File: config.mk
export PLATFORM = sky130hd
export DESIGN_NAME = misc_int_unit
export DESIGN_NICKNAME = d
export VERILOG_FILES = /design/src/rtl/misc_int_pkg.sv /design/src/rtl/misc_field_unit.sv /design/src/rtl/misc_arith_unit.sv /design/src/rtl/misc_int_unit.sv
export SDC_FILE = /design/constraint.sdc
export NUM_CORES = 2
export LEC_CHECK = 0
export BUFFER_PORTS_ARGS = -buffer_cell sky130_fd_sc_hd__clkbuf_2
export CORE_ASPECT_RATIO = 0.7
export CORE_MARGIN = 2
export CORE_UTILIZATION = 28
export DETAILED_ROUTE_END_ITERATION = 10
export GPL_TIMING_DRIVEN = 1
export PLACE_DENSITY_LB_ADDON = 0.15
export SYNTH_ARGS = -nofsm -noshare
export SYNTH_HDL_FRONTEND = slang
export SYNTH_HIERARCHICAL = 1
export SYNTH_SLANG_ARGS = --single-unit
File: constraint.sdc
create_clock -name vclk -period 19.4
set_clock_uncertainty 0.05 [all_clocks]
set_input_delay 3.88 -clock vclk [all_inputs]
set_output_delay 3.88 -clock vclk [all_outputs]
set_load 0.05 [all_outputs]
File: src/rtl/misc_int_pkg.sv
package misc_int_pkg;
  localparam int DW  = 32;
  localparam int OPW = 5;
  localparam int FW  = 4;
  localparam int POS_BASE = 7;
  localparam int HALF = DW / 2;

  typedef enum logic [OPW-1:0] {
    OP_SEXT  = 5'd0,  OP_CLAMP = 5'd1,
    OP_MIN   = 5'd2,  OP_MAX   = 5'd3,  OP_MINU  = 5'd4,  OP_MAXU = 5'd5,
    OP_NEG   = 5'd6,  OP_ABS   = 5'd7,
    OP_MVEQZ = 5'd8,  OP_MVNEZ = 5'd9,  OP_MVLTZ = 5'd10, OP_MVGEZ = 5'd11,
    OP_ADD2  = 5'd12, OP_ADD4  = 5'd13, OP_ADD8  = 5'd14,
    OP_SUB2  = 5'd15, OP_SUB4  = 5'd16, OP_SUB8  = 5'd17,
    OP_MULU  = 5'd18, OP_MULS  = 5'd19,
    OP_EXTLO = 5'd20, OP_EXTHI = 5'd21
  } op_e;

  // Copy the bit at position t+POS_BASE into all higher bits.
  function automatic logic [DW-1:0] sext_from(input logic [DW-1:0] v,
                                              input logic [FW-1:0] t);
    logic [DW-1:0] r;
    int p;
    p = int'(t) + POS_BASE;
    for (int i = 0; i < DW; i++) r[i] = (i > p) ? v[p] : v[i];
    return r;
  endfunction

  // Saturate to the signed range of t+POS_BASE+1 bits.
  function automatic logic [DW-1:0] clamp_to(input logic [DW-1:0] v,
                                             input logic [FW-1:0] t);
    logic [DW-1:0] r;
    logic fits;
    int p;
    p = int'(t) + POS_BASE;
    fits = 1'b1;
    for (int i = 0; i < DW; i++)
      if (i > p && v[i] != v[p]) fits = 1'b0;
    for (int i = 0; i < DW; i++)
      r[i] = fits ? v[i] : ((i >= p) ? v[DW-1] : ~v[DW-1]);
    return r;
  endfunction

  function automatic logic [DW-1:0] field_of(input logic [DW-1:0] v,
                                             input logic [FW:0]   sh,
                                             input logic [FW-1:0] w);
    logic [DW-1:0] m;
    m = {DW{1'b1}} >> (DW - 1 - int'(w));
    return (v >> sh) & m;
  endfunction

  function automatic logic [DW-1:0] mul_low(input logic [DW-1:0] a,
                                            input logic [DW-1:0] b,
                                            input logic sgn);
    logic [DW-1:0] ea, eb;
    ea = {{HALF{sgn & a[HALF-1]}}, a[HALF-1:0]};
    eb = {{HALF{sgn & b[HALF-1]}}, b[HALF-1:0]};
    return ea * eb;
  endfunction
endpackage

File: src/rtl/misc_field_unit.sv
module misc_field_unit
  import misc_int_pkg::*;
(
  input  logic [DW-1:0]  opnd_a,
  input  op_e            op,
  input  logic [FW-1:0]  fld_t,
  input  logic [FW-1:0]  fld_s,
  output logic [DW-1:0]  fld_res,
  output logic           fld_hit
);
  logic [FW:0]   ext_shift;
  logic [DW-1:0] sext_w, clamp_w, ext_w;
  logic signed [DW:0] clamp_hi, clamp_lo;

  assign ext_shift = {op == OP_EXTHI, fld_s};
  assign sext_w  = sext_from(opnd_a, fld_t);
  assign clamp_w = clamp_to(opnd_a, fld_t);
  assign ext_w   = field_of(opnd_a, ext_shift, fld_t);
  assign clamp_hi = (DW+1)'(1) <<< (int'(fld_t) + POS_BASE);
  assign clamp_lo = -clamp_hi;

  always_comb begin
    fld_hit = 1'b1;
    case (op)
      OP_SEXT:            fld_res = sext_w;
      OP_CLAMP:           fld_res = clamp_w;
      OP_EXTLO, OP_EXTHI: fld_res = ext_w;
      default: begin
        fld_res = '0;
        fld_hit = 1'b0;
      end
    endcase
  end

  always_comb begin

    sext_upper_chk: assert ($countones(sext_w >> (int'(fld_t) + POS_BASE)) == 0 ||
                            (sext_w >> (int'(fld_t) + POS_BASE)) ==
                            ({DW{1'b1}} >> (int'(fld_t) + POS_BASE)))
      else $error("sign extension upper bits not uniform");

    clamp_range_chk: assert ($signed({clamp_w[DW-1], clamp_w}) < clamp_hi &&
                             $signed({clamp_w[DW-1], clamp_w}) >= clamp_lo)
      else $error("clamp result out of range");

    ext_width_chk: assert ((ext_w >> (int'(fld_t) + 1)) == '0)
      else $error("extract result wider than field");
  end
endmodule

File: src/rtl/misc_arith_unit.sv
module misc_arith_unit
  import misc_int_pkg::*;
(
  input  logic [DW-1:0] opnd_a,
  input  logic [DW-1:0] opnd_b,
  input  logic [DW-1:0] dest_old,
  input  op_e           op,
  output logic [DW-1:0] ar_res,
  output logic          ar_hit,
  output logic          mv_taken
);
  localparam logic [DW-1:0] MOST_NEG = {1'b1, {(DW-1){1'b0}}};

  logic       lt_s, lt_u, a_less, pick_a;
  logic [1:0] mm_idx;
  logic       b_zero, b_neg;
  logic [DW-1:0] neg_a, abs_a;

  assign lt_s   = $signed(opnd_a) < $signed(opnd_b);
  assign lt_u   = opnd_a < opnd_b;
  assign mm_idx = 2'(op - OP_MIN);
  assign a_less = mm_idx[1] ? lt_u : lt_s;
  assign pick_a = mm_idx[0] ? !a_less : a_less;
  assign b_zero = (opnd_b == '0);
  assign b_neg  = opnd_b[DW-1];
  assign neg_a  = '0 - opnd_a;
  assign abs_a  = opnd_a[DW-1] ? neg_a : opnd_a;

  always_comb begin
    case (op)
      OP_MVEQZ: mv_taken = b_zero;
      OP_MVNEZ: mv_taken = !b_zero;
      OP_MVLTZ: mv_taken = b_neg;
      OP_MVGEZ: mv_taken = !b_neg;
      default:  mv_taken = 1'b0;
    endcase
  end

  always_comb begin
    ar_hit = 1'b1;
    case (op)
      OP_MIN, OP_MAX, OP_MINU, OP_MAXU: ar_res = pick_a ? opnd_a : opnd_b;
      OP_NEG: ar_res = neg_a;
      OP_ABS: ar_res = abs_a;
      OP_MVEQZ, OP_MVNEZ, OP_MVLTZ, OP_MVGEZ:
        ar_res = mv_taken ? opnd_a : dest_old;
      OP_ADD2: ar_res = (opnd_a << 1) + opnd_b;
      OP_ADD4: ar_res = (opnd_a << 2) + opnd_b;
      OP_ADD8: ar_res = (opnd_a << 3) + opnd_b;
      OP_SUB2: ar_res = (opnd_a << 1) - opnd_b;
      OP_SUB4: ar_res = (opnd_a << 2) - opnd_b;
      OP_SUB8: ar_res = (opnd_a << 3) - opnd_b;
      OP_MULU: ar_res = mul_low(opnd_a, opnd_b, 1'b0);
      OP_MULS: ar_res = mul_low(opnd_a, opnd_b, 1'b1);
      default: begin
        ar_res = '0;
        ar_hit = 1'b0;
      end
    endcase
  end

  always_comb begin

    minmax_pick_chk: assert (!(op inside {OP_MIN, OP_MAX, OP_MINU, OP_MAXU}) ||
                             ar_res == opnd_a || ar_res == opnd_b)
      else $error("min/max returned neither operand");

    abs_sign_chk: assert (op != OP_ABS || !ar_res[DW-1] || opnd_a == MOST_NEG)
      else $error("absolute value negative");

    mv_hold_chk: assert (!(op inside {OP_MVEQZ, OP_MVNEZ, OP_MVLTZ, OP_MVGEZ}) ||
                         mv_taken || ar_res == dest_old)
      else $error("failed conditional move altered destination");
  end
endmodule

File: src/rtl/misc_int_unit.sv
module misc_int_unit
  import misc_int_pkg::*;
(
  input  logic [31:0] opnd_a,
  input  logic [31:0] opnd_b,
  input  logic [31:0] dest_old,
  input  logic [4:0]  op_sel,
  input  logic [3:0]  fld_t,
  input  logic [3:0]  fld_s,
  output logic [31:0] result,
  output logic        illegal
);
  op_e           op;
  logic [DW-1:0] fld_res, ar_res;
  logic          fld_hit, ar_hit, mv_taken;

  assign op = op_e'(op_sel);

  misc_field_unit u_field (
    .opnd_a (opnd_a),
    .op     (op),
    .fld_t  (fld_t),
    .fld_s  (fld_s),
    .fld_res(fld_res),
    .fld_hit(fld_hit)
  );

  misc_arith_unit u_arith (
    .opnd_a  (opnd_a),
    .opnd_b  (opnd_b),
    .dest_old(dest_old),
    .op      (op),
    .ar_res  (ar_res),
    .ar_hit  (ar_hit),
    .mv_taken(mv_taken)
  );

  assign illegal = !(fld_hit || ar_hit);
  assign result  = fld_hit ? fld_res : (ar_hit ? ar_res : '0);

  always_comb begin

    one_owner_chk: assert ($onehot0({fld_hit, ar_hit}))
      else $error("two sub-units claim one select");

    illegal_zero_chk: assert (!illegal || (result == '0 && op_sel > 5'd21))
      else $error("illegal select with nonzero result or legal code");
  end
endmodule

==> impl_table.tex <==
\begin{tabular}{lr}
\hline
Metric & Value \\
\hline
\multicolumn{2}{l}{\textbf{Layout}} \\
Clock buffer instance count of the final layout & 0 \\
Number of nets in the layout & 4634 \\
Most frequent standard cell in the layout excluding fill and tap cells & sky130\_fd\_sc\_hd\_\_inv\_1 \\
Ratio of cells with drive above 1 in the final layout & 0.0771 \\
Growth of design area from synthesis to finish & 7.67\% \\
Most frequent cells in the layout & sky130\_fd\_sc\_hd\_\_inv\_1 (594), sky130\_fd\_sc\_hd\_\_nand2\_1 (372), sky130\_fd\_sc\_hd\_\_fa\_1 (370), sky130\_fd\_sc\_hd\_\_ha\_1 (327), sky130\_fd\_sc\_hd\_\_nor2\_1 (220) \\
Post-layout utilization of the core & 0.303 \\
Fill cells & 11400 \\
Sequential cells & 0 \\
Register Area & 0 sq um \\
\multicolumn{2}{l}{\textbf{Setup path}} \\
Setup crit end kind & output port \\
Worst endpoint data arrival time & 12.47 ns \\
Startpoint type of the worst setup path & input port \\
Critical Path Slowest Stage Cell & sky130\_fd\_sc\_hd\_\_o211ai\_1 \\
Biggest cell delay along the critical path & 0.57 ns \\
Critical path type & input port to output port \\
Critical Path Fanout Max & 19 \\
Required time at the worst-slack endpoint & 15.47 ns \\
\multicolumn{2}{l}{\textbf{Global routing}} \\
Largest net degree at the start of global routing & 60 \\
Overall routing resource usage & 0.274 \\
Wire length of the first global-routing pass & 214000 microns \\
Initial antenna violation count & 4 \\
Vias in the first global route & 28300 \\
Total gr overflow & 0 \\
\multicolumn{2}{l}{\textbf{Floorplanning}} \\
Die extent in x & 390 microns \\
Die Outline Area & 107000 sq um \\
Starting density of the core & 0.281 \\
Core ar. & 104000 sq um \\
Core Rows & 99 \\
Vertical die dimension & 274 microns \\
Count of boundary I/O pins & 142 \\
\multicolumn{2}{l}{\textbf{Synthesis}} \\
Number of instances in the synthesized netlist & 3780 \\
Mean cell area of the mapped netlist & 7.74 sq um \\
Syn Nets & 4586 \\
Proportion of synthesized chip area in sequential cells & 0 \\
Number of different library cells in the post-synthesis netlist & 107 \\
Synthesis Warnings & 6 \\
Mapped cell area & 29200 sq um \\
\multicolumn{2}{l}{\textbf{STA}} \\
Hold slack final & 8.46 ns \\
Max-Slew Margin vs Limit & 0.118 \\
Clock period minus final worst setup slack & 16.40 ns \\
Part of the cycle the worst path needs & 0.846 \\
Final hold violations & 0 \\
Pins over their slew limit & 0 \\
Crit path setup slack, layout & 3.00 ns \\
Maximum achievable frequency & 61.0 MHz \\
Setup repair after global routing missed its margin & no \\
Setup violations, final & 0 \\
Slew at the pin with the worst max-slew slack & 1.31 ns \\
Final TNS setup & 0 ns \\
\multicolumn{2}{l}{\textbf{Route}} \\
Overall via count from detail\_route & 30200 \\
Number of iterations in the first detailed-routing pass & 9 \\
Post-DRT Antenna Nets & 0 \\
Number of vias per cell after detailed routing & 5.81 \\
Number of design-rule violations left by the first detailed-router iteration & 4510 \\
Drt wl/cell & 29.0 microns \\
Aggregate routed wire length & 151000 microns \\
Remaining routing DRC violations & 0 \\
\multicolumn{2}{l}{\textbf{Clock tree}} \\
Number of setup buffers added after CTS & 0 \\
Post-cts hold buffer count & 0 \\
Cts repair resizes & 0 \\
\multicolumn{2}{l}{\textbf{Hold path}} \\
Kind of path behind the tightest hold check & input port to output port \\
Hold path cells & 5 \\
Hold path startpoint & dest\_old[3] \\
Worst Hold Endpoint & result[3] \\
\multicolumn{2}{l}{\textbf{Placement}} \\
Post-DP HPWL & 121000 microns \\
Port Buf Inserts & 142 \\
Placer congestion estimate & 1.02 \\
Pre-CTS WS & 3.25 ns \\
\multicolumn{2}{l}{\textbf{Flow run}} \\
Max-cap check violation count & 0 \\
\multicolumn{2}{l}{\textbf{Outcome}} \\
Run status & finished, final reports clean \\
\hline
\end{tabular}
## metrics by stage
stage	cell area, sq um	cells
floorplan	29200	3780
global placement	31500	5189
detailed placement	31500	5189
CTS	31500	5189
global route	31500	5189
finish	31500	5192
## worst max-delay path: cells and delay by family
family | cells | cell delay, ns
simple gates | 3 | 0.82
xor+xnor | 1 | 0.38
fa+ha+maj | 7 | 3.49
buf+inv | 9 | 1.40
compound gates | 8 | 2.44
## cell usage after synthesis, drive strengths merged, types with 18 or more instances
cell | number | area [sq um]
inv | 597 | 2240
nand2 | 373 | 1400
fa | 370 | 7410
ha | 327 | 4090
nor2 | 221 | 830
a21oi | 212 | 1080
o21ai | 208 | 1040
mux2i | 136 | 1360
clkbuf | 121 | 455
xnor2 | 113 | 997
xor2 | 75 | 657
a21o | 73 | 549
and2 | 69 | 432
nand3 | 69 | 360
nor3 | 60 | 322
buf | 54 | 373
o22ai | 46 | 288
a211oi | 42 | 315
nand2b | 35 | 219
o211ai | 35 | 263
a22o | 34 | 298
o221ai | 32 | 280
nand4 | 31 | 194
a31oi | 30 | 188
nor4 | 30 | 239
a221oi | 28 | 251
nor2b | 25 | 164
or3 | 24 | 150
o21a | 23 | 173
and3 | 20 | 125
o31ai | 18 | 154
## how the worst max path moves through the flow
stage | from | end | depth (start not counted)
after floorplan | opnd_a[15] | result[30] | 25
after global placement | opnd_a[8] | result[25] | 28
after detailed placement | opnd_a[8] | result[25] | 28
after CTS | opnd_a[8] | result[25] | 28
after global routing | opnd_a[6] | result[25] | 27
final | opnd_a[8] | result[25] | 28
## layer usage
metal / GRT usage / routed length [microns] / vias to the layer above
met3: 0.0707 / 18300 / 184
met5: 0 / 57 / -
li1: - / - / 13200
met1: 0.434 / 72700 / 15000
met4: 0.0525 / 3430 / 4
met2: 0.361 / 56300 / 1833
## cell type report
cell class / count / area (sq um) / area share
tap: 1363 / 1710 / 0.0542
multi-input combinational: 3004 / 26200 / 0.832
timing repair buffer: 221 / 1310 / 0.0415
inverter: 601 / 2260 / 0.0716
antenna: 3 / 7.51 / 0.000238
## cells by family (layout without fill, tap and decap cells)
family,count (synthesis),after routing,share of synthesized area
simple gates,1012,1012,0.167
compound gates,953,953,0.220
buf+inv,776,822,0.105
fa+ha+maj,697,697,0.393
xor+xnor,188,188,0.0566
mux,154,154,0.0585
other cells,0,3,0
